===== config.mk =====
export PLATFORM = sky130hd
export DESIGN_NAME = pcseq_top
export DESIGN_NICKNAME = d
export VERILOG_FILES = /design/src/rtl/pcseq_pkg.sv /design/src/rtl/pcseq_cond.sv /design/src/rtl/pcseq_pipe.sv /design/src/rtl/pcseq_guard.sv /design/src/rtl/pcseq_top.sv
export SDC_FILE = /design/constraint.sdc
export NUM_CORES = 1
export LEC_CHECK = 0
export BUFFER_PORTS_ARGS = -buffer_cell sky130_fd_sc_hd__buf_2
export CORE_UTILIZATION = 34
export CTS_CLUSTER_SIZE = 40
export DETAILED_ROUTE_END_ITERATION = 8
export PLACE_DENSITY = 0.6
export SKIP_CTS_REPAIR_TIMING = 1
export SKIP_LAST_GASP = 1
export SLEW_MARGIN = 40
export SYNTH_ARGS = -nofsm -noshare
export SYNTH_HDL_FRONTEND = slang
export SYNTH_SLANG_ARGS = --single-unit

===== constraint.sdc =====
create_clock -name clk -period 5.75 [get_ports clk]
set_input_delay 1.15 -clock clk [delete_from_list [all_inputs] [get_ports clk]]
set_output_delay 1.15 -clock clk [all_outputs]
set_load 0.02 [all_outputs]

===== src/rtl/pcseq_pkg.sv =====
package pcseq_pkg;

    typedef enum logic [2:0] {
        K_PLAIN = 3'd0,
        K_JUMP  = 3'd1,
        K_CALL  = 3'd2,
        K_RET   = 3'd3,
        K_END   = 3'd4,
        K_BRK   = 3'd5
    } kind_e;

    typedef enum logic [3:0] {
        C_ALWAYS = 4'd0,
        C_ZERO   = 4'd1,
        C_NZERO  = 4'd2,
        C_NEG    = 4'd3,
        C_POS    = 4'd4,
        C_NPOS   = 4'd5,
        C_NNEG   = 4'd6,
        C_TSET   = 4'd7,
        C_TCLR   = 4'd8
    } cond_e;

    typedef enum logic [1:0] {
        S_IDLE     = 2'd0,
        S_RUN      = 2'd1,
        S_DBG_HALT = 2'd2
    } seq_state_e;

    localparam int FLG_Z = 0;
    localparam int FLG_N = 1;
    localparam int FLG_T = 2;

    function automatic logic is_ctl(input logic [2:0] k);
        return (k == K_JUMP) || (k == K_CALL) || (k == K_RET);
    endfunction

    function automatic logic is_restricted(input logic [2:0] k);
        return (k >= K_JUMP) && (k <= K_BRK);
    endfunction

endpackage


===== src/rtl/pcseq_cond.sv =====
module pcseq_cond
    import pcseq_pkg::*;
(
    input  logic [3:0] cond,
    input  logic [2:0] flags,
    output logic       taken
);
    logic z, n, t;
    assign z = flags[FLG_Z];
    assign n = flags[FLG_N];
    assign t = flags[FLG_T];

    always_comb begin
        case (cond)
            C_ALWAYS: taken = 1'b1;
            C_ZERO:   taken = z;
            C_NZERO:  taken = !z;
            C_NEG:    taken = n;
            C_POS:    taken = !n && !z;
            C_NPOS:   taken = n || z;
            C_NNEG:   taken = !n;
            C_TSET:   taken = t;
            C_TCLR:   taken = !t;
            default:  taken = 1'b0;
        endcase
    end
endmodule


===== src/rtl/pcseq_pipe.sv =====
module pcseq_pipe #(
    parameter int PC_W  = 16,
    parameter int DEPTH = 3
) (
    input  logic            clk,
    input  logic            rst_n,
    input  logic            shift,
    input  logic            clear,
    input  logic            in_vld,
    input  logic [PC_W-1:0] in_pc,
    output logic            out_vld,
    output logic [PC_W-1:0] out_pc
);
    logic [DEPTH-1:0] vld_q;
    logic [PC_W-1:0]  pc_q [DEPTH];

    always_ff @(posedge clk or negedge rst_n) begin
        if (!rst_n) begin
            vld_q <= '0;
            for (int i = 0; i < DEPTH; i++) pc_q[i] <= '0;
        end else if (clear) begin
            vld_q <= '0;
        end else if (shift) begin
            vld_q[0] <= in_vld;
            pc_q[0]  <= in_pc;
            for (int i = 1; i < DEPTH; i++) begin
                vld_q[i] <= vld_q[i-1];
                pc_q[i]  <= pc_q[i-1];
            end
        end
    end

    assign out_vld = vld_q[DEPTH-1];
    assign out_pc  = pc_q[DEPTH-1];
endmodule


===== src/rtl/pcseq_guard.sv =====
module pcseq_guard
    import pcseq_pkg::*;
#(
    parameter int SHADOW = 3
) (
    input  logic       clk,
    input  logic       rst_n,
    input  logic       init,
    input  logic       accept,
    input  logic       vld,
    input  logic [2:0] kind,
    output logic       viol,
    output logic       err
);
    localparam int GW = $clog2(SHADOW + 1);
    localparam logic [GW-1:0] GAP_MAX = GW'(SHADOW);

    logic [GW-1:0] gap_q;
    logic          prev_ctl_q;
    logic          restr, ctl;

    assign restr = is_restricted(kind);
    assign ctl   = is_ctl(kind);
    assign viol  = vld && restr && (gap_q < GAP_MAX) && (prev_ctl_q || ctl);

    always_ff @(posedge clk or negedge rst_n) begin
        if (!rst_n) begin
            gap_q      <= GAP_MAX;
            prev_ctl_q <= 1'b0;
            err        <= 1'b0;
        end else if (init) begin
            gap_q      <= GAP_MAX;
            prev_ctl_q <= 1'b0;
            err        <= 1'b0;
        end else if (accept) begin
            if (viol) err <= 1'b1;
            if (restr && !viol) begin
                gap_q      <= '0;
                prev_ctl_q <= ctl;
            end else if (gap_q != GAP_MAX) begin
                gap_q <= gap_q + 1'b1;
            end
        end
    end
endmodule


===== src/rtl/pcseq_top.sv =====
module pcseq_top
    import pcseq_pkg::*;
#(
    parameter int PC_W      = 16,
    parameter int DEC_DEPTH = 3,
    parameter int E_LAG     = 3
) (
    input  logic            clk,
    input  logic            rst_n,
    input  logic            start_vld,
    input  logic [PC_W-1:0] start_pc,
    input  logic            stall,
    input  logic            step_en,
    input  logic            step_req,
    input  logic [2:0]      d2_kind,
    input  logic [3:0]      d2_cond,
    input  logic [PC_W-1:0] d2_target,
    input  logic [2:0]      flags,
    input  logic [PC_W-1:0] ret_field,
    output logic [PC_W-1:0] fetch_pc,
    output logic            fetch_vld,
    output logic [PC_W-1:0] dec_pc,
    output logic            dec_vld,
    output logic            ret_we,
    output logic [PC_W-1:0] ret_pc,
    output logic            task_done,
    output logic            busy,
    output logic            halted,
    output logic            slot_err
);
    localparam int HOLD_W = (E_LAG > 2) ? $clog2(E_LAG) : 1;
    localparam logic [HOLD_W-1:0] HOLD_LOAD = HOLD_W'(E_LAG - 1);
    localparam logic [PC_W-1:0]   FALL_OFS  = PC_W'(DEC_DEPTH + 1);

    seq_state_e        st_q, st_d;
    logic [PC_W-1:0]   fpc_q;
    logic [HOLD_W-1:0] hold_q;
    logic              viol, taken;
    logic              launch, brk_now, adv, acc;
    logic [2:0]        act;
    logic              ctl_acc, end_acc;
    logic [PC_W-1:0]   dest;

    pcseq_cond u_cond (
        .cond  (d2_cond),
        .flags (flags),
        .taken (taken)
    );

    pcseq_pipe #(.PC_W(PC_W), .DEPTH(DEC_DEPTH)) u_pipe (
        .clk     (clk),
        .rst_n   (rst_n),
        .shift   (adv),
        .clear   (launch || end_acc),
        .in_vld  (fetch_vld),
        .in_pc   (fpc_q),
        .out_vld (dec_vld),
        .out_pc  (dec_pc)
    );

    pcseq_guard #(.SHADOW(DEC_DEPTH)) u_guard (
        .clk    (clk),
        .rst_n  (rst_n),
        .init   (launch),
        .accept (acc),
        .vld    (dec_vld),
        .kind   (d2_kind),
        .viol   (viol),
        .err    (slot_err)
    );

    // control decisions for the instruction in D2
    always_comb begin
        launch  = (st_q == S_IDLE) && start_vld;
        brk_now = (st_q == S_RUN) && !stall && dec_vld && (d2_kind == K_BRK)
                  && step_en && !viol;
        adv     = !stall && (((st_q == S_RUN) && !brk_now) ||
                             ((st_q == S_DBG_HALT) && step_req));
        acc     = adv && dec_vld;
        act     = viol ? K_PLAIN : d2_kind;
        ctl_acc = acc && is_ctl(act);
        end_acc = acc && (act == K_END);
        if (!taken)            dest = dec_pc + FALL_OFS;
        else if (act == K_RET) dest = ret_field;
        else                   dest = d2_target;
    end

    // next state
    always_comb begin
        st_d = st_q;
        unique case (st_q)
            S_IDLE:     if (launch) st_d = S_RUN;              // LAUNCH
            S_RUN: begin
                if (end_acc)      st_d = S_IDLE;               // FINISH
                else if (brk_now) st_d = S_DBG_HALT;           // BREAK
            end
            S_DBG_HALT: begin
                if (end_acc)       st_d = S_IDLE;              // FINISH
                else if (!step_en) st_d = S_RUN;               // RESUME
            end
            default:    st_d = S_IDLE;
        endcase
    end

    // state register
    always_ff @(posedge clk or negedge rst_n) begin
        if (!rst_n) st_q <= S_IDLE;
        else        st_q <= st_d;
    end

    // outputs and fetch address
    always_ff @(posedge clk or negedge rst_n) begin
        if (!rst_n) begin
            fpc_q     <= '0;
            hold_q    <= '0;
            ret_we    <= 1'b0;
            ret_pc    <= '0;
            task_done <= 1'b0;
        end else begin
            ret_we    <= ctl_acc && (act == K_CALL) && taken;
            task_done <= end_acc;
            if (ctl_acc && (act == K_CALL)) ret_pc <= dec_pc + FALL_OFS;
            if (launch) begin
                fpc_q  <= start_pc;
                hold_q <= '0;
            end else if (end_acc) begin
                hold_q <= '0;
            end else if (adv) begin
                if (ctl_acc) begin
                    fpc_q  <= dest;
                    hold_q <= HOLD_LOAD;
                end else begin
                    if (fetch_vld)      fpc_q  <= fpc_q + 1'b1;
                    if (hold_q != '0)   hold_q <= hold_q - 1'b1;
                end
            end
        end
    end

    assign fetch_pc  = fpc_q;
    assign fetch_vld = (st_q != S_IDLE) && (hold_q == '0);
    assign busy      = (st_q != S_IDLE);
    assign halted    = (st_q == S_DBG_HALT);
endmodule


## Yosys cells after proc, flatten, opt, wreduce, memory -nomap -nowiden

Index checks and enable logic that the tools add are counted.
W data, S select, Z words.

| storage, ports and cells | value |
|---|---|
| input port bits | 64 |
| logic and storage cells | 132 |
| flip-flop bits (word level) | 93 |

| operators by class | value |
|---|---|
| add/subtract/negate cells | 4 |
| reductions and logical operators | 56 |
| multiplexer cells | 32 |
| eq/ne operators | 23 |
| bitwise logic cells | 1 |
| magnitude comparators | 3 |

Operators with widths:

| operator | count |
|---|---|
| $mux W16 | 7 |
| $mux W2 | 14 |
| $logic_and A1 B1 Y1 | 21 |
| $add A16 B1 Y16 const B | 1 |
| $add A16 B3 Y16 const B | 1 |
| $eq A4 B3 Y1 const B | 4 |
| $reduce_bool A2 Y1 | 7 |
| $eq A3 B2 Y1 const B | 4 |
| $reduce_and A2 Y1 | 5 |
| $mux W3 | 3 |
| $pmux W1 S9 | 1 |
| $reduce_bool A3 Y1 | 3 |
| $eq A4 B2 Y1 const B | 2 |
| $logic_or A1 B1 Y1 | 8 |
| $eq A3 B1 Y1 const B | 2 |
| $eq A3 B3 Y1 const B | 2 |
| $logic_not A1 Y1 | 6 |
| $mux W1 | 6 |
| $ne A2 B2 Y1 const B | 3 |
| $pmux W2 S3 | 1 |
| $reduce_and A3 Y1 | 2 |
| $eq A4 B1 Y1 const B | 1 |
| $eq A4 B4 Y1 const B | 1 |
| $logic_not A2 Y1 | 2 |
| other kinds (12) | 12 |

## Longest topological paths before layout

Gate-level depths: netlist of the first run.

| depth | value |
|---|---|
| depth after elaboration | 17 |
| mapped depth | 9 |
| depth with buffers taken out | 8 |

## By module

From an unflattened synthesis of the first run, not the netlist that was laid out.

| unflattened totals | value |
|---|---|
| cells, all modules | 470 |
| area total of the unflattened synthesis | 5098.6 µm² |

By module, submodules not included:

| module | cells an instance | times used | sequential area each (µm²) | area an instance (µm²) |
|---|---|---|---|---|
| pcseq_top | 304 | 1 | 950.9 | 2666.3 |
| pcseq_pipe | 127 | 1 | 1276.2 | 2103.3 |
| pcseq_guard | 30 | 1 | 102.6 | 261.5 |
| pcseq_cond | 9 | 1 | 0.0 | 67.6 |

## Least setup slack after synthesis of the first run

OpenSTA, ideal clock, no wires.

| timing path | value |
|---|---|
| path kind | input port to flip-flop |
| start | input port d2_kind[2] |
| end | register fpc_q[3], in the netlist fetch_pc[3] |
| arrival time | 2.616 ns |
| setup slack | 3.003 ns |
| setup time | 0.131 ns |
| required time | 5.619 ns |
| stages on the path | 8 |
| cells stage by stage | buf_6 -> nor2b_1 -> and2_1 -> a311o_1 -> buf_6 -> o21ai_4 -> o22ai_1 -> or3_1 |

| on the way | value |
|---|---|
| word-level cells in the longest chain between the ends | 17 |

Ends and longest elaborated chain:

| element | RTL line | text |
|---|---|---|
| from (decl) | pcseq_top.sv:15 | `input logic [2:0] d2_kind,` |
| parallel branches: the longest is 17 deep, another holds $ge A3 B1 Y1 | -- |  |
| to (signal assigned) | pcseq_top.sv:124 | `fpc_q <= start_pc;` |
| to (signal assigned) | pcseq_top.sv:130 | `fpc_q <= dest;` |
| to (signal assigned) | pcseq_top.sv:133 | `if (fetch_vld) fpc_q <= fpc_q + 1'b1;` |
| to (decl) | pcseq_top.sv:36 | `logic [PC_W-1:0] fpc_q;` |

Parallel ways; which one is timed is not known. The select of a mux whose other input is x is not followed.
A chain may end at the register's enable or synchronous reset.

## Final worst setup path of the first run

| timing path | value |
|---|---|
| start | input port d2_kind[2] |
| end | register fpc_q[10], in the netlist fetch_pc[10] |

Same word-level chain as after synthesis.

==> results of run 1 <==
[layer usage]
metal	share of wire, %	track usage, %	vias to the layer above
met2	48	32.3	165
met3	6.7	3.04	23
met5	0	0	-
met4	1.9	6.78	0
met1	44	25.6	2129
li1	-	-	2123
[cell families after synthesis]
logic type	after synthesis	share of synthesized area (%)
AO/OA/AOI/OAI	87	11.6
XOR/XNOR	21	3.66
adder cells (fa/ha/maj)	4	0.997
buffers and inverters	49	5.41
flip-flops	93	46.4
multiplexers	35	7.23
AND/OR/NAND/NOR	277	24.6
[state kept, by name (all words and copies together) (netlist names)]
| register | flops |
|---|---|
| u_pipe.pc_q | 32 |
| fetch_pc | 16 |
| ret_pc | 16 |
| u_pipe.out_pc | 16 |
| u_pipe.vld_q | 3 |
| hold_q | 2 |
| st_q | 2 |
| u_guard.gap_q | 2 |
| ret_we | 1 |
| task_done | 1 |
| u_guard.err | 1 |
| u_guard.prev_ctl_q | 1 |
[cells in the mapped netlist (5+ instances only)]
library cell / count
a21oi_1: 17
and2_1: 5
and3_1: 5
buf_4: 18
clkbuf_1: 17
dfrtp_1: 91
inv_1: 8
mux2_2: 10
mux2i_1: 25
nand2_1: 183
nand2b_1: 6
nand3_1: 11
nand4_1: 7
nor2_1: 23
nor2b_1: 5
nor3_1: 10
o211ai_1: 5
o21ai_0: 22
o22ai_1: 14
xnor2_1: 13
xor2_1: 8
[cells in the final DEF (no fill, tap or decap), types with 4 or more instances in the layout]
cell / n
nor2_1: 23
mux2i_1: 25
inv_1: 8
o211ai_1: 5
xnor2_1: 13
ha_1: 4
and3_1: 5
mux2_2: 10
nor3_1: 10
o22ai_1: 14
nand2_1: 183
xor2_1: 8
o21ai_0: 22
clkbuf_16: 9
nand2b_1: 6
a21oi_1: 17
and2_1: 5
dfrtp_1: 91
nand4_1: 7
buf_2: 117
nand3_1: 11
or3_1: 4
buf_4: 6
nor2b_1: 5
[power by group through the flow]
| stage | Combinational (µW) | Clock [µW] | Sequential (µW) |
|---|---|---|---|
| global placement | 1040 | 0 | 1190 |
| global route | 1190 | 685 | 1230 |
| floorplan | 723 | 0 | 1190 |
| CTS | 1070 | 661 | 1190 |
| detailed placement | 1070 | 0 | 1200 |
| finish | 1060 | 648 | 1190 |
[layout make-up]
class	count	area [µm²]
clock inverters	3	67.6
well taps	184	230
fillers	1451	8430
inverters	8	30.0
flip-flops and latches	93	2330
clock buffers	13	260
repair buffers	127	692
multi-input cells	424	2440
[metrics by stage]
stage | instances | cell area (µm²) | setup slack [ns] | hold WS [ns]
floorplan | 566 | 5020 | 3.00 | 0.439
global placement | 830 | 5640 | 2.14 | 0.448
detailed placement | 836 | 5720 | 2.41 | 0.453
CTS | 852 | 6040 | 2.76 | 0.469
global route | 852 | 6050 | 2.55 | 0.485
finish | 852 | 6050 | 2.73 | 0.466
[worst register-to-register path, delay by kind of cell (launching register included)]
family,cells,cell delay (ns)
AND/OR/NAND/NOR,3,0.86
AO/OA/AOI/OAI,3,1.15
flip-flops,1,0.38
adder cells (fa/ha/maj),1,0.25
[worst min path at each step]
stage,to,slack (ns)
after floorplan,u_pipe.out_pc[0],0.44
after global placement,u_pipe.pc_q[18],0.45
after detailed placement,u_pipe.pc_q[18],0.45
after CTS,u_pipe.pc_q[18],0.47
after global routing,u_pipe.out_pc[9],0.49
final,u_pipe.out_pc[10],0.47
==> metrics.md, run 1 <==
| Metric | Value |
|---|---|
| Ys flop type | `dfrtp_1` |
| Crit path arrival time | `approximately 3.3 ns` |
| DRC viols | `1` |
| Crit path max-delay family | `simple AND/OR/NAND/NOR gates` |
| Rows | `44` |
| Via count | `around 4,400` |
| Worst path bufs/invs | `2` |
| Routed WL per cell | `16.6 µm` |
| Setup TNS | `0 ns` |
| Core area | `about 14,000 µm²` |
| Post-synth EDFFs | `0` |
| R2R Setup Slk | `about 3 ns` |
| Hold Path Depth | `2` |
| Mean post-synth cell area | `approximately 8.9 µm²` |
| Post-synth top area cell | `dfrtp_1` |
| Clock network power share | `around 22%` |
| Critical path capture point type | `flop` |
| VDD IR max | `approximately 0.18 mV` |
| First-pass GRT wire length | `approximately 22 mm` |
| CTS max path bufs | `2` |
| IO Pins | `roughly 120` |
| Slowest stage cell, crit path | `a311o_2` |
| Max-slew headroom | `between 40% and 50%` |
| Hpwl dp | `roughly 11 mm` |
| Min-delay src | `u_pipe.pc_q[26]` |
| Total wire length | `between 10 and 15 mm` |
| Crit Path Category | `primary input to flop` |
| Post-route clock skew | `0.00391 ns` |
| Power share of the combinational group | `36.6%` |
| Mapped Cells | `566` |
| Least-Margin Pin Slew | `slightly above 0.8 ns` |
| Vias/cell | `about 5.2` |
| Fin util | `between 40% and 50%` |
| Clk slew on worst S/H paths | `0.06 ns` |
| Final Wtd Congestion | `0.893` |
| Share of layout cells above drive strength 1 | `approximately a quarter` |
| Area Growth Syn to Fin | `20.6%` |
| Synth Warn # | `0` |
| Final period util | `a little over half` |
| Setup crit start | `d2_kind[2]` |
| Post-DRT Antenna Nets | `0` |
| Root buffer cell | `clkbuf_16` |
| Crit. path cell count | `8` |
| Hold crit path type | `flop to flop` |
| Antenna fix cells | `0` |
| Sw Ratio | `between 40% and 50%` |
| Worst setup path end | `fetch_pc[10]` |
| #FFs+latches synth | `93` |
| Initial Utilization | `~35%` |
| R2R Path Start | `u_guard.gap_q[0]` |
| Final count of pins violating max slew | `0` |
| CP cell instances | `buf_2 -> nor2b_1 -> and2_1 -> a311o_2 -> buf_16 -> nor3_1 -> and3_1 -> nor4_1` |
| Worst r2r path cells | `7` |
| Die height | `123 µm` |
| Die X | `~120 µm` |
| CP max FO | `32` |
| Critical R2R Capture | `fetch_pc[3]` |
| Clock latency on the worst-skew pair | `between 0.3 and 0.4 ns` |
| Switch Pwr | `1180 µW` |
| Vias in the first global route | `~4,300` |
| CTS sink count | `93` |
| Num CTS Buffers | `9` |
| Overall Global Routing Usage | `19.4%` |
| Reg power frac | `41.1%` |
| Nets@finish | `around 730` |
| Failing checks | `design-rule violations` |
| Max-cap check violation count | `0` |
| Leak | `approximately 0.0030 µW` |
| P_int | `about 1700 µW` |
| CTS tree | `yes` |
| Die area | `~15,000 µm²` |
| Power Dens Cells | `around 480 nW/µm²` |
| Unrepaired setup endpoints after global routing | `no` |
| Initial antenna violation count | `0` |
| Total power | `roughly 2900 µW` |
| Min Tclk post-route | `roughly 3 ns` |
| Mapped Area | `roughly 5000 µm²` |
| Synth unique cells | `between 50 and 60` |
| Register area share after synthesis | `a little under half` |
| Crit start category | `primary input` |
| Top-area cell type share of the netlist area | `between 40 and 50%` |
| Fmax | `between 300 and 400 MHz` |
| H-tree levels | `3` |
| Syn_nets | `approximately 630` |
| Async SR Flop Fraction | `100%` |
| Outcome | `finished with violations` |
| Iteration-0 DRC Markers | `between 300 and 400` |
| DRT Pass-1 Iters | `9` |
| Synth area leaders | `dfrtp_1 (45%), nand2_1 (14%), mux2i_1 (5.0%), buf_4 (2.7%), xnor2_1 (2.3%)` |
| Port buffer count | `approximately 120` |
| Largest net degree at the start of global routing | `71` |
| GRT overflow | `0` |
| Final Setup Violations | `0` |
| Crit-path max cell delay | `~0.55 ns` |
| Critical Path RT | `approximately 6.0 ns` |
| Final Hold Viols | `0` |
Power figures use the tool's default switching activity.
==> run 2: changes to the inputs <==
--- a/config.mk
+++ b/config.mk
@@ -5,6 +5,7 @@
 export SDC_FILE = /design/constraint.sdc
 export NUM_CORES = 1
 export LEC_CHECK = 0
+export ABC_AREA = 1
 export BUFFER_PORTS_ARGS = -buffer_cell sky130_fd_sc_hd__buf_2
 export CORE_UTILIZATION = 34
 export CTS_CLUSTER_SIZE = 40
==> constraint.sdc (replaced) <==
create_clock -name clk -period 2.9 [get_ports clk]
set_input_delay 0.58 -clock clk [delete_from_list [all_inputs] [get_ports clk]]
set_output_delay 0.58 -clock clk [all_outputs]
set_load 0.02 [all_outputs]
==> run 2 against run 1 <==
  * The flow still finishes with violations (design-rule violations)
  * Sequential power up 79%
  * First-iteration DRC count up 2.5%
  * Clock power rose by 130%
  * Via count grew 1.4%
  * Sequential share of layout area decreased by 1.1 points
  * Core utilization is 0.62 points higher
  * Combinational power grew 110%
  * Highest routed layer unchanged
==> metrics.md, run 2 <==
| Metric | Value |
|---|---|
| Outcome | `finished with violations` |
| Failing checks | `design-rule violations` |
| #FFs+latches synth | `93 (unchanged)` |
| Leak | `0.00337 µW (+13%)` |
| CP max FO | `17 (-47%)` |
| Total wire length | `13.3 mm (-6.1%)` |
| Largest net degree at the start of global routing | `59 (-17%)` |
| GR Layer Usage met3 | `3.89% (+0.85 points)` |
| Async SR Flop Fraction | `100% (unchanged)` |
| Setup TNS | `0 ns (unchanged)` |
| Clk slew on worst S/H paths | `0.07 ns (about the same)` |
| M1 GR Usage | `28.6% (+3.1 points)` |
| Sw Ratio | `40.4% (-0.36 points)` |
| CTS max path bufs | `2 (unchanged)` |
| Final Setup Violations | `0 (unchanged)` |
| Switch Pwr | `2330 µW (+97%)` |
| DRT Pass-1 Iters | `8 (-1)` |
| Nets@finish | `867 (+19%)` |
| Critical Path RT | `3.13 ns (-2.85 ns)` |
| Routed WL per cell | `13.4 µm (-19%)` |
| GRT overflow | `0 (unchanged)` |
| Top-area cell type share of the netlist area | `43.8% (-1.5 points)` |
| Core area | `14,700 µm² (+1.5%)` |
| Post-synth EDFFs | `0 (unchanged)` |
| VDD IR max | `0.418 mV (+140%)` |
| CTS sink count | `93 (unchanged)` |
| Fmax | `between 400 and 500 MHz` |
| Post-synth top area cell | `dfrtp_1` |
| H-tree levels | `3 (unchanged)` |
| Root buffer cell | `clkbuf_16` |
| Die area | `15,800 µm² (+3.4%)` |
| Most instantiated cells after synthesis | `nand2_1 (264), dfrtp_1 (91), inv_1 (68), o21ai_0 (67), nand3_1 (45)` |
| Crit Path Category | `flop to flop` |
| Mapped Area | `5190 µm² (+3.5%)` |
| Iteration-0 DRC Markers | `408 (+2.5%)` |
| Unrepaired setup endpoints after global routing | `no` |
| Synth area leaders | `dfrtp_1 (44%), nand2_1 (19%), o21ai_0 (6.5%), inv_1 (4.9%), nand3_1 (4.3%)` |
| DRC viols | `13 (+12)` |
| CTS tree | `yes` |
| Overall Global Routing Usage | `18.5% (-0.94 points)` |
| P_int | `3440 µW (+100%)` |
| Area Growth Syn to Fin | `20.0%` |
| Synth Warn # | `0 (unchanged)` |
| Total power | `5780 µW (+99%)` |
| Reg power frac | `36.8% (-4.3 points)` |
| Final Hold Viols | `0 (unchanged)` |
| Count leader, synth | `nand2_1` |
| Port buffer count | `118 (unchanged)` |
| Vias in the first global route | `4,328 (+0.84%)` |
| Hold Slack | `0.206 ns (-0.260 ns)` |
| Mean post-synth cell area | `7.42 µm² (-16%)` |
| Die X | `126 µm (+1.7%)` |
| Initial Utilization | `35.3% (+0.67 points)` |
| Least-Margin Pin Slew | `0.604 ns (-0.201 ns)` |
| Share of layout cells above drive strength 1 | `22.0% (-3.1 points)` |
| IO Pins | `119 (unchanged)` |
| Vias/cell | `4.56 (-13%)` |
| Clock latency on the worst-skew pair | `0.34 ns (about the same)` |
| Reg with most FFs | `u_pipe.pc_q` |
| Final count of pins violating max slew | `0 (unchanged)` |
| Clock network power share | `25.3% (+3.0 points)` |
| Syn_nets | `768 (+21%)` |
| Num CTS Buffers | `9 (unchanged)` |
| Via count | `4,503 (+1.4%)` |
| GR peak layer | `met1` |
| Max reg flops | `32 (unchanged)` |
| Mapped Cells | `700 (+24%)` |
| Max-cap check violation count | `0 (unchanged)` |
| Crit path arrival time | `2.62 ns (-0.64 ns)` |
| Post-DRT Antenna Nets | `0 (unchanged)` |
| Initial antenna violation count | `0 (unchanged)` |
| Power Dens Cells | `927 nW/µm² (+93%)` |
| Crit start category | `flop` |
| Post-route clock skew | `0.00672 ns (+0.00281 ns)` |
| Hold crit path type | `primary input to async pin` |
| Final Wtd Congestion | `0.820 (-8.2%)` |
| Hpwl dp | `9.89 mm (-6.4%)` |
| Commonest non-fill, non-tap cell in the layout | `nand2_1` |
| Register area share after synthesis | `44.9% (-1.6 points)` |
| Synth unique cells | `39 (-32%)` |
| Antenna fix cells | `0 (unchanged)` |
| Power share of the combinational group | `37.8% (+1.2 points)` |
| Ys flop type | `dfrtp_1` |
| Die height | `126 µm (+1.7%)` |
| Final period util | `between 80% and 90%` |
| Layout Cells excl Fill | `988 (+16%)` |
| First-pass GRT wire length | `22.9 mm (+3.1%)` |
| Min Tclk post-route | `about 2.4 ns` |
| Rows | `44 (unchanged)` |
| Placed cell count | `972 (+16%)` |
| Max-slew headroom | `59.7% (+13 points)` |
| Grt met2 use | `25.2% (-7.1 points)` |
| Most frequent cells in the layout | `nand2_1 (264), buf_2 (117), dfrtp_1 (91)` |
| Critical path capture point type | `flop` |
==> run 2: layout make-up <==
cell class	instances	area, µm²
timing repair buffer	129	688
clock inverter	6	134
sequential	93	2330
fill	1520	8470
clock buffer	10	239
tap	184	230
inverter	74	279
multi-input combinational	492	2330
==> run 2: stage by stage <==
| stage | area [µm²] | utilization, % | setup slack (ns) |
|---|---|---|---|
| after global routing | 6230 | 42.4 | 0.320 |
| after detailed placement | 5860 | 39.9 | 0.289 |
| after global placement | 5860 | 39.9 | 0.323 |
| final | 6230 | 42.4 | 0.506 |
| after CTS | 6230 | 42.4 | 0.509 |
| after floorplan | 5190 | - | 0.902 |
==> run 2: worst paths after layout <==
path | startpoint | endpoint | slack [ns] | cells past startpoint
min | rst_n | st_q[0] | 0.21 | 1
max | u_guard.gap_q[0] | fetch_pc[2] | 0.51 | 12
min reg2reg | ret_pc[3] | ret_pc[3] | 0.47 | 2
max reg2reg | u_guard.gap_q[0] | fetch_pc[2] | 0.51 | 12
max in group asynchronous | rst_n | u_pipe.pc_q[28] | 2.01 | 2
min in group clk | ret_pc[3] | ret_pc[3] | 0.47 | 2
==> run 2: per-layer routing <==
metal / vias up / wire (µm)
li1: 2384 / -
met1: 1978 / 7120
met2: 132 / 5160
met3: 9 / 815
met4: 0 / 160
met5: - / 0
==> run 2: worst max-delay path: stages (launching register included) <==
cell and delay, ns:
dfstp_2 0.54, ha_1 0.22, nor2_2 0.07, nand3_2 0.09
nand2_1 0.06, nand2_2 0.08, nand2_4 0.07, nand2_1 0.19
nand2_1 0.18, nand3_4 0.25, clkinv_2 0.28, nand3_1 0.17
nand2_1 0.06
==> run 2: power by group through the flow <==
stage	clock, µW	combinational (µW)	sequential, µW
after CTS	1490	2200	2130
final	1460	2180	2130
after detailed placement	0	2190	2150
after global routing	1540	2500	2190
after global placement	0	2180	2130
after floorplan	0	1570	2170
==> run 2: cells by family after synthesis <==
group           after synthesis  synth area share (%)
simple gates                377                  31.0
fa+ha+maj                     4                 0.964
compound gates               89                  9.15
xor+xnor                     22                  3.71
flops                        93                  44.9
buf+inv                     115                  10.3
==> run 3: changes to the inputs <==
--- a/config.mk
+++ b/config.mk
@@ -10,7 +10,7 @@
 export CORE_UTILIZATION = 34
 export CTS_CLUSTER_SIZE = 40
 export DETAILED_ROUTE_END_ITERATION = 8
-export PLACE_DENSITY = 0.6
+export PLACE_DENSITY = 0.62
 export SKIP_CTS_REPAIR_TIMING = 1
 export SKIP_LAST_GASP = 1
 export SLEW_MARGIN = 40
==> constraint.sdc (replaced) <==
create_clock -name clk -period 2.05 [get_ports clk]
set_input_delay 0.41 -clock clk [delete_from_list [all_inputs] [get_ports clk]]
set_output_delay 0.41 -clock clk [all_outputs]
set_load 0.02 [all_outputs]
==> run 3 against run 2 <==
  * Routed wire length up 15%
  * Largest power group unchanged
  * The flow finishes with violations (design-rule violations, negative setup slack)
  * Hold slack worse by 0.20 ns
  * Register-to-register slack worse by 0.55 ns
  * Maximum frequency up 14%
  * Combinational power up 84%
  * Sequential share of layout area down 3.8 points
  * Critical path type unchanged
  * First-iteration DRC count down 2.7%
  * Clock power up 23%
==> metrics.md, run 3 (same netlist as run 2, synthesis figures left out) <==
| Metric | Value |
|---|---|
| Outcome | `finished with violations` |
| Failing checks | `design-rule violations, negative setup slack` |
| Most frequent cells in the layout | `nand2_1 (253), buf_2 (117), dfrtp_1 (90)` |
| Crit path arrival time | `2.31 ns (-0.31 ns)` |
| P_int | `5160 µW (+50%)` |
| GR peak layer | `met1` |
| Power share of the combinational group | `45.8% (+8.0 points)` |
| Least-Margin Pin Slew | `0.476 ns (-0.128 ns)` |
| Rows | `44 (unchanged)` |
| Hold crit path type | `primary input to async pin` |
| Final Hold Viols | `0 (unchanged)` |
| Routed WL per cell | `14.7 µm (+9.2%)` |
| Final count of pins violating max slew | `0 (unchanged)` |
| IO Pins | `119 (unchanged)` |
| Unrepaired setup endpoints after global routing | `yes` |
| Final Wtd Congestion | `0.880 (+7.4%)` |
| M1 GR Usage | `29.4% (+0.79 points)` |
| Clk slew on worst S/H paths | `0.07 ns (about the same)` |
| Antenna fix cells | `0 (unchanged)` |
| Critical Path RT | `2.26 ns (-0.87 ns)` |
| Commonest non-fill, non-tap cell in the layout | `nand2_1` |
| Grt met2 use | `26.6% (+1.5 points)` |
| Placed Area | `6170 µm² (+5.3%)` |
| Reg with most FFs | `u_pipe.pc_q` |
| Port buffer count | `118 (unchanged)` |
| Initial Utilization | `35.3% (unchanged)` |
| Switch Pwr | `3620 µW (+55%)` |
| Max-slew headroom | `68.3% (+8.6 points)` |
| Total wire length | `15.2 mm (+15%)` |
| Hpwl dp | `10.8 mm (+9.1%)` |
| Nets@finish | `917 (+5.8%)` |
| DRT Pass-1 Iters | `9 (+1)` |
| Multi-input logic area | `2470 µm² (+5.7%)` |
| # fillers | `1,414 (-7.0%)` |
| Initial antenna violation count | `0 (unchanged)` |
| Die height | `126 µm (unchanged)` |
| GRT overflow | `0 (unchanged)` |
| Min Tclk post-route | `2.09 ns (-0.302 ns)` |
| Fin util | `47.3% (+4.9 points)` |
| DRC viols | `14 (+1)` |
| CTS max path bufs | `2 (unchanged)` |
| Crit start category | `flop` |
| Clock latency on the worst-skew pair | `0.34 ns (about the same)` |
| Placed cell count | `1,002 (+3.1%)` |
| Critical path capture point type | `flop` |
| Power Dens Cells | `1260 nW/µm² (+36%)` |
| Largest net degree at the start of global routing | `37 (-37%)` |
| Reg power frac | `33.7% (-3.1 points)` |
| Via count | `4,888 (+8.5%)` |
| Root buffer cell | `clkbuf_16` |
| Final Setup Violations | `5 (+5)` |
| Fmax | `478 MHz (+14%)` |
| Post-route clock skew | `0.00411 ns (-0.00261 ns)` |
| Max reg flops | `32 (unchanged)` |
| Crit Path Category | `flop to flop` |
| Leak | `0.00370 µW (+9.8%)` |
| Vias/cell | `4.71 (+3.3%)` |
| First-pass GRT wire length | `23.7 mm (+3.8%)` |
| Share of layout cells above drive strength 1 | `30.0% (+8.0 points)` |
| CTS tree | `yes` |
| Post-DRT Antenna Nets | `0 (unchanged)` |
| Max-cap check violation count | `0 (unchanged)` |
| Overall Global Routing Usage | `19.2% (+0.71 points)` |
| Sw Ratio | `41.2% (+0.85 points)` |
| Vias in the first global route | `4,507 (+4.1%)` |
| Die X | `126 µm (unchanged)` |
| Iteration-0 DRC Markers | `397 (-2.7%)` |
| Clock network power share | `20.5% (-4.8 points)` |
| CTS sink count | `93 (unchanged)` |
| Die area | `15,800 µm² (unchanged)` |
| Sequential cell area | `2330 µm² (about the same)` |
| Num CTS Buffers | `9 (unchanged)` |
| Area Growth Syn to Fin | `33.8%` |
| Final period util | `102% (+20 points)` |
| CP max FO | `8 (-9)` |
| H-tree levels | `3 (unchanged)` |
| Setup ws final | `-0.0425 ns (-0.548 ns)` |
| Layout Cells excl Fill | `1,038 (+5.1%)` |
| GR Layer Usage met3 | `4.24% (+0.34 points)` |
| Core area | `14,700 µm² (unchanged)` |
| VDD IR max | `0.557 mV (+33%)` |
| Final instance area | `6950 µm² (+11%)` |
## run 3: worst max-delay path, cell delays in order (launching register included)
cell       delay [ns]
dfstp_2          0.39
ha_4             0.17
nor2_4           0.12
nand2_2          0.08
buf_4            0.14
buf_4            0.12
nand3_1          0.07
inv_2            0.05
nand4_4          0.07
inv_4            0.05
nor2_4           0.19
clkinv_4         0.18
clkbuf_16        0.20
nand2_1          0.06
o21ai_1          0.08
## run 3: path summary, 6_finish.rpt
| kind | startpoint | endpoint | slack, ns | depth (start not counted) |
|---|---|---|---|---|
| worst min register to register | ret_pc[3] | ret_pc[3] | 0.47 | 2 |
| min in group clk | start_pc[10] | fetch_pc[10] | 0.36 | 5 |
| worst min-delay path | rst_n | st_q[1] | 0.01 | 1 |
| worst max register to register | u_guard.gap_q[1] | u_pipe.pc_q[28] | -0.04 | 14 |
| max in group asynchronous | rst_n | ret_pc[1] | 1.42 | 2 |
| worst max-delay path | u_guard.gap_q[1] | u_pipe.pc_q[28] | -0.04 | 14 |
## run 3: final cells by class
| type | instances | share of cell area (%) |
|---|---|---|
| inverter | 74 | 4.30 |
| sequential | 93 | 33.5 |
| timing repair buffer | 178 | 18.7 |
| tap | 184 | 3.31 |
| clock buffer | 10 | 3.30 |
| timing repair inverter | 1 | 0.0720 |
| clock inverter | 6 | 1.24 |
| multi-input combinational | 492 | 35.5 |
## run 3: per-layer routing
metal	wire (µm)	vias up	part of all wire, %
met1	7720	2210	51
li1	-	2486	-
met4	134	0	0.88
met3	1020	10	6.7
met5	0	-	0
met2	6340	182	42
## run 3: power by group through the flow
stage / logic, µW / clock network, µW / registers, µW
3_5_place_dp: 3510 / 0 / 2960
2_1_floorplan: 2220 / 0 / 3080
6_report: 4020 / 1800 / 2960
5_1_grt: 4470 / 1920 / 3040
4_1_cts: 3530 / 1830 / 2940
3_3_place_gp: 3470 / 0 / 2950
## run 3: stage by stage
step | total power, µW | worst slack [ns] | setup TNS, ns | hold slack, ns
finish | 8780 | -0.0425 | -0.0603 | 0.0106
global route | 9430 | -0.128 | -3.08 | 0.0543
CTS | 8300 | -0.130 | -1.53 | 0.0330
detailed placement | 6470 | -0.165 | -3.67 | 0.402
global placement | 6420 | -0.115 | -1.84 | 0.397
floorplan | 5300 | 0.142 | 0 | 0.114
